[config.mk]
export PLATFORM = sky130hd
export DESIGN_NAME = oep_handshake_ctrl
export DESIGN_NICKNAME = d
export VERILOG_FILES = /design/src/rtl/oep_pkg.sv /design/src/rtl/oep_rx_meter.sv /design/src/rtl/oep_ep_status.sv /design/src/rtl/oep_handshake_ctrl.sv
export SDC_FILE = /design/constraint.sdc
export NUM_CORES = 1
export LEC_CHECK = 0
export BUFFER_PORTS_ARGS = -buffer_cell sky130_fd_sc_hd__buf_2
export CAP_MARGIN = 20
export CORE_MARGIN = 3
export CORE_UTILIZATION = 51
export DETAILED_ROUTE_END_ITERATION = 8
export PLACE_DENSITY = 0.85
export SLEW_MARGIN = 15
export SYNTH_ARGS = -nofsm -noshare
export SYNTH_HDL_FRONTEND = slang
export SYNTH_HIERARCHICAL = 1
export SYNTH_SLANG_ARGS = --single-unit
[constraint.sdc]
create_clock -name clk -period 3.7 [get_ports clk]
set_input_delay 0.185 -clock clk [delete_from_list [all_inputs] [get_ports clk]]
set_output_delay 0.185 -clock clk [all_outputs]
set_load 0.01 [all_outputs]
[src/rtl/oep_pkg.sv]
package oep_pkg;
    typedef enum logic [1:0] {
        HS_NONE  = 2'd0,
        HS_ACK   = 2'd1,
        HS_NAK   = 2'd2,
        HS_STALL = 2'd3
    } hs_code_t;

    typedef enum logic [1:0] {
        ST_IDLE,
        ST_TOKEN,
        ST_DATA,
        ST_REPLY
    } oep_state_t;

    typedef struct packed {
        hs_code_t code;
        logic     commit;
    } verdict_t;
endpackage

[src/rtl/oep_rx_meter.sv]
module oep_rx_meter #(
    parameter int CW = 7
) (
    input  logic          clk,
    input  logic          rst_n,
    input  logic          start,
    input  logic          byte_in,
    input  logic [CW-1:0] room,
    output logic          wr_ok,
    output logic          overrun,
    output logic [CW-1:0] bcnt
);
    logic [CW-1:0] room_q;

    always_ff @(posedge clk) begin
        if (!rst_n) begin
            room_q  <= '0;
            bcnt    <= '0;
            overrun <= 1'b0;
        end else if (start) begin
            room_q  <= room;
            bcnt    <= '0;
            overrun <= 1'b0;
        end else if (byte_in) begin
            if (bcnt < room_q) bcnt <= bcnt + 1'b1;
            else               overrun <= 1'b1;
        end
    end

    assign wr_ok = byte_in && (bcnt < room_q);


    room_bound_chk: assert property (@(posedge clk) disable iff (!rst_n)
        bcnt <= room_q);
endmodule

[src/rtl/oep_ep_status.sv]
module oep_ep_status #(
    parameter int CW = 7
) (
    input  logic          clk,
    input  logic          rst_n,
    input  logic          halt_set,
    input  logic          clr_halt,
    input  logic          fen_set,
    input  logic          flush,
    input  logic          ep_sel,
    input  logic          commit,
    input  logic [CW-1:0] commit_cnt,
    input  logic          stall_upd,
    output logic          halted,
    output logic          fifo_en,
    output logic          stall_flag,
    output logic          exp_tog,
    output logic [CW-1:0] count
);
    logic sel_q;
    logic sel_fall;

    assign sel_fall = sel_q && !ep_sel;

    always_ff @(posedge clk) begin
        if (!rst_n) begin
            halted     <= 1'b0;
            fifo_en    <= 1'b0;
            stall_flag <= 1'b0;
            exp_tog    <= 1'b0;
            count      <= '0;
            sel_q      <= 1'b0;
        end else begin
            sel_q <= ep_sel;
            if (halt_set)      halted <= 1'b1;
            else if (clr_halt) halted <= 1'b0;

            if (halt_set)     fifo_en <= 1'b0;
            else if (commit)  fifo_en <= 1'b0;
            else if (fen_set) fifo_en <= 1'b1;

            if (clr_halt)    exp_tog <= 1'b0;
            else if (commit) exp_tog <= ~exp_tog;

            if (flush)       count <= '0;
            else if (commit) count <= commit_cnt;

            if (sel_fall)       stall_flag <= 1'b0;
            else if (stall_upd) stall_flag <= 1'b1;
        end
    end


    clr_halt_chk: assert property (@(posedge clk) disable iff (!rst_n)
        (clr_halt && !halt_set && !commit) |=> (!halted && !exp_tog));

    stall_set_chk: assert property (@(posedge clk) disable iff (!rst_n)
        (stall_upd && ep_sel) |=> stall_flag);

    stall_clear_chk: assert property (@(posedge clk) disable iff (!rst_n)
        ($fell(ep_sel) && !stall_upd) |=> !stall_flag);
endmodule

[src/rtl/oep_handshake_ctrl.sv]
module oep_handshake_ctrl
    import oep_pkg::*;
#(
    parameter int DEPTH = 64,
    parameter int CW    = $clog2(DEPTH + 1)
) (
    input  logic          clk,
    input  logic          rst_n,
    input  logic          pkt_out_tok,
    input  logic          pkt_data_start,
    input  logic          pkt_data_pid,
    input  logic          pkt_byte_vld,
    input  logic [7:0]    pkt_byte,
    input  logic          pkt_err,
    input  logic          pkt_eop,
    input  logic [CW-1:0] fifo_room,
    input  logic          ep_halt_set,
    input  logic          cpu_clr_halt,
    input  logic          cpu_fifo_en_set,
    input  logic          cpu_flush,
    input  logic          cpu_ep_sel,
    output logic          fifo_wr_en,
    output logic [7:0]    fifo_wr_data,
    output logic          fifo_commit,
    output logic          fifo_drop,
    output logic          hs_vld,
    output logic [1:0]    hs_code,
    output logic          irq,
    output logic          stat_halted,
    output logic          stat_fifo_en,
    output logic          stat_stall,
    output logic          stat_toggle,
    output logic [CW-1:0] rx_count
);
    oep_state_t    state_q, state_d;
    verdict_t      verdict_q, verdict_d;
    logic          err_q, flush_q, pid_q;
    logic          meter_start, meter_byte, wr_ok, overrun;
    logic [CW-1:0] bcnt;
    logic          halted, fifo_en, stall_flag, exp_tog;
    logic          bad;

    assign meter_start = (state_q == ST_TOKEN) && pkt_data_start;
    assign meter_byte  = (state_q == ST_DATA) && pkt_byte_vld;

    oep_rx_meter #(.CW(CW)) u_meter (
        .clk     (clk),
        .rst_n   (rst_n),
        .start   (meter_start),
        .byte_in (meter_byte),
        .room    (fifo_room),
        .wr_ok   (wr_ok),
        .overrun (overrun),
        .bcnt    (bcnt)
    );

    oep_ep_status #(.CW(CW)) u_status (
        .clk        (clk),
        .rst_n      (rst_n),
        .halt_set   (ep_halt_set),
        .clr_halt   (cpu_clr_halt),
        .fen_set    (cpu_fifo_en_set),
        .flush      (cpu_flush),
        .ep_sel     (cpu_ep_sel),
        .commit     (fifo_commit),
        .commit_cnt (bcnt),
        .stall_upd  (hs_vld && (hs_code == HS_STALL)),
        .halted     (halted),
        .fifo_en    (fifo_en),
        .stall_flag (stall_flag),
        .exp_tog    (exp_tog),
        .count      (rx_count)
    );

    // state register
    always_ff @(posedge clk) begin
        if (!rst_n) state_q <= ST_IDLE;
        else        state_q <= state_d;
    end

    // transitions
    always_comb begin
        state_d = state_q;
        unique case (state_q)
            ST_IDLE:  if (pkt_out_tok)    state_d = ST_TOKEN;
            ST_TOKEN: if (pkt_data_start) state_d = ST_DATA;
            ST_DATA:  if (pkt_eop)        state_d = ST_REPLY;
            ST_REPLY:                     state_d = ST_IDLE;
            default:                      state_d = ST_IDLE;
        endcase
    end

    // per-transaction fault tracking and verdict
    always_ff @(posedge clk) begin
        if (!rst_n) begin
            err_q     <= 1'b0;
            flush_q   <= 1'b0;
            pid_q     <= 1'b0;
            verdict_q <= '{code: HS_NONE, commit: 1'b0};
        end else begin
            if (state_q == ST_IDLE && pkt_out_tok) begin
                err_q   <= pkt_err;
                flush_q <= 1'b0;
            end else if (state_q == ST_TOKEN || state_q == ST_DATA) begin
                err_q <= err_q | pkt_err;
            end
            if (state_q == ST_DATA) flush_q <= flush_q | cpu_flush;
            if (meter_start) pid_q <= pkt_data_pid;
            if (state_q == ST_DATA && pkt_eop) verdict_q <= verdict_d;
        end
    end

    assign bad = err_q | pkt_err | flush_q | cpu_flush | overrun;

    // decision priority: fault, halt, toggle, availability
    always_comb begin
        verdict_d = '{code: HS_ACK, commit: 1'b1};
        if (bad)                       verdict_d = '{code: HS_NONE,  commit: 1'b0};
        else if (halted)               verdict_d = '{code: HS_STALL, commit: 1'b0};
        else if (pid_q != exp_tog)     verdict_d = '{code: HS_ACK,   commit: 1'b0};
        else if (!fifo_en || stall_flag) verdict_d = '{code: HS_NAK, commit: 1'b0};
    end

    // outputs
    always_comb begin
        hs_vld       = (state_q == ST_REPLY);
        hs_code      = hs_vld ? verdict_q.code : HS_NONE;
        fifo_commit  = hs_vld && verdict_q.commit;
        fifo_drop    = hs_vld && !verdict_q.commit;
        irq          = fifo_commit;
        fifo_wr_en   = wr_ok;
        fifo_wr_data = pkt_byte;
        stat_halted  = halted;
        stat_fifo_en = fifo_en;
        stat_stall   = stall_flag;
        stat_toggle  = exp_tog;
    end


    strobe_width_chk: assert property (@(posedge clk) disable iff (!rst_n)
        hs_vld |=> !hs_vld);

    irq_ack_chk: assert property (@(posedge clk) disable iff (!rst_n)
        irq |-> (hs_vld && hs_code == HS_ACK && fifo_commit));

    no_commit_halted_chk: assert property (@(posedge clk) disable iff (!rst_n)
        fifo_commit |-> !$past(halted));

    write_phase_chk: assert property (@(posedge clk) disable iff (!rst_n)
        fifo_wr_en |-> (state_q == ST_DATA && pkt_byte_vld));

    commit_drop_chk: assert property (@(posedge clk) disable iff (!rst_n)
        !(fifo_commit && fifo_drop));
endmodule

==> reports/results.ini <==
[outcome]
status=finished clean

[grt]
grt_pass1_vias=1280
grt_pass1_wl_microns=5650
grt_max_degree=24
grtUsageTotal=0.173
grt_overflow=0
antenna_found_initial=0

[timing]
slew_headroom=0.607
fin_setup_tns_ns=0
period_needed_ns=2.05
fin_worst_skew_ns=0.00912
max_freq_mhz=487
fin_crit_sh=0.555
setup_viol=0
tightest_slew_ns=0.590
rsz0062_at_grt=no
holdWs_ns=0.0738
slew_viol_final=0
hold_viol=0

[synth]
syn-instance-count=190
yosys.area.top_type=dfxtp_1
ys_seq_area_frac=0.386
avgSynthCellArea_sq_um=9.55
synth.distinct_cells=42
synth_seq_cells=35
yosys-top-cells-count=dfxtp_1 (35), nor2_1 (19), mux2i_1 (17), nor2b_1 (14), nand2_1 (13)
synth_area_sq_mm=0.00181
synth_top_area_share=0.386
postSynth.asyncResetShare=0
yosysWarnings=6
synth_flop_cell=dfxtp_1
synth_most_common_cell=dfxtp_1
synth_area_leaders=dfxtp_1 (39%), mux2i_1 (9.4%), ha_1 (8.3%), nor2b_1 (4.8%), nor2_1 (3.9%)
synth_edf_count=0
synth_nets=230

[route]
vias=1379
wirelength_microns=3410
drcViolationCount=0
drt_pass1_iterations=4
avgRoutedWirePerCell_microns=12.6
ant_nets=0
drt_iter0_drc=60
drt-vias-per-instance=5.11

[floorplanning]
die_h_microns=65.6
num_rows=21
coreArea_sq_mm=0.00339
start_util=0.535
ios=54
dieArea_sq_mm=0.00431
die_width_microns=65.6

[placed_design]
dpl.cell_count=261
gp_congestion=0.774
port-buffer-count=37
hpwlAfterDp_microns=2600

[cts]
clockRootBuffer=clkbuf_4
cts.path.max_buffers=2
cts_tree=done
numCtsBuffers=5
cts_hold_buf=0
cts_setup_buffers=0
cts-resized-gates=0
path_clk_slew_ns=0.10
insertion_delay_ns=0.33
cts_sinks=35
cts.htree.levels=2

[critical_path]
criticalPathCategory=reg2out
r2r-end=u_meter/bcnt[2]
reg2reg_depth=6
end_kind=output port
critPathRequiredTime_ns=3.51
worstPathMaxFanout=9
crit_path_start_kind=register
r2r_start=state_q[1]
arrival_ns=1.87
r2r_slack_ns=1.82

[pwr]
p_clk_frac=0.229
power.switching_uw=294
power_density_mw_per_mm2=448
cellInternalPower_uw=617
p_comb_frac=0.292
power_uw=911
vdd_ir_drop_max_mv=0.309
p_seq_frac=0.479
p_leak_uw=0.000895
swShare=0.323

[finish]
fin_util=0.600
syn2layout_area_growth_pct=12.1
layout.nets=264
num-fill-cells=299
num_antenna_cells=0
fin_cells=270
drive_above_1_share=0.250

[worst_hold_path]
hold_path_end=u_status/sel_q
hold_start=cpu_ep_sel
min_path_cells=2
worstHoldPathType=in2reg

[flow_run]
max_cap_viol_count=0

-- stage by stage --
step	instance area (sq um)	setup slack (ns)
after detailed placement	1960	1.85
after CTS	2010	1.62
after global routing	2030	1.48
final	2030	1.65
after global placement	1960	1.94
after floorplan	1810	2.04
-- worst max-delay path by stage --
stage	from	slack, ns	to
final	state_q[0]	1.65	fifo_wr_en
after global routing	state_q[0]	1.48	fifo_wr_en
after CTS	state_q[0]	1.62	fifo_wr_en
after detailed placement	state_q[1]	1.85	u_meter/bcnt[2]
after global placement	state_q[1]	1.94	u_meter/bcnt[2]
after floorplan	state_q[1]	2.04	u_meter/bcnt[2]
-- layer usage --
layer  GRT usage  vias up  wire, microns
met1       0.208      630           1540
met2       0.284       39           1640
li1            -      706              -
met5           0        -              0
met4      0.0725        0             49
met3      0.0513        4            173
-- sequential cells by signal (all words and copies together) (netlist names) --
register,count
u_status/sel_q,1
err_q,1
u_status/exp_tog,1
u_status/stall_flag,1
state_q,2
verdict_q,3
u_meter/room_q,7
u_status/fifo_en,1
flush_q,1
u_meter/overrun,1
pid_q,1
u_meter/bcnt,7
u_status/count,7
u_status/halted,1
-- logic make-up after synthesis --
family	Yosys count	synth area share
AOI/OAI and AO/OA	30	0.134
xor gates and xnor gates	5	0.0241
adders and majority gates	12	0.0828
buffers and inverters	24	0.0800
DFF	35	0.386
muxes	17	0.0938
and+or+nand+nor	67	0.199
-- power groups by stage --
stage	sequential, uW	combinational [uW]	clock [uW]
global placement	442	252	0
finish	436	266	209
detailed placement	445	262	0
floorplan	438	221	0
global route	441	304	232
CTS	436	267	219
-- cell usage in the layout (no fill, tap or decap), types with 2 or more instances in the layout --
cell,Yosys,final
a211oi_1,2,2
a21boi_0,3,3
a21oi_1,4,4
a21oi_2,2,2
a31oi_1,2,2
a41o_1,2,2
and2_1,7,7
buf_2,0,37
clkbuf_4,0,5
dfxtp_1,35,35
dlygate4sd3_1,0,2
ha_1,12,12
inv_1,12,12
mux2i_1,17,17
nand2_1,13,13
nand2b_1,4,4
nand3_1,2,2
nor2_1,19,19
nor2b_1,14,14
o21ai_0,3,3
xnor2_1,4,4
-- cell type report --
| class | count | area (sq um) | area share |
|---|---|---|---|
| Multi-Input combinational cell | 131 | 968 | 0.476 |
| Clock inverter | 1 | 5.00 | 0.00246 |
| Sequential cell | 35 | 701 | 0.345 |
| Tap cell | 46 | 57.6 | 0.0283 |
| Inverter | 12 | 45.0 | 0.0222 |
| Timing Repair Buffer | 39 | 205 | 0.101 |
| Clock buffer | 6 | 51.3 | 0.0252 |
-- critical path, cell delays in order, from the launching register on --
cell and delay (ns):
dfxtp_1 0.36, inv_1 0.11, ha_1 0.26, and2_1 0.20
o211ai_2 0.13, a21oi_4 0.26, buf_2 0.20
No activity file was read; power rests on OpenSTA's default activity.
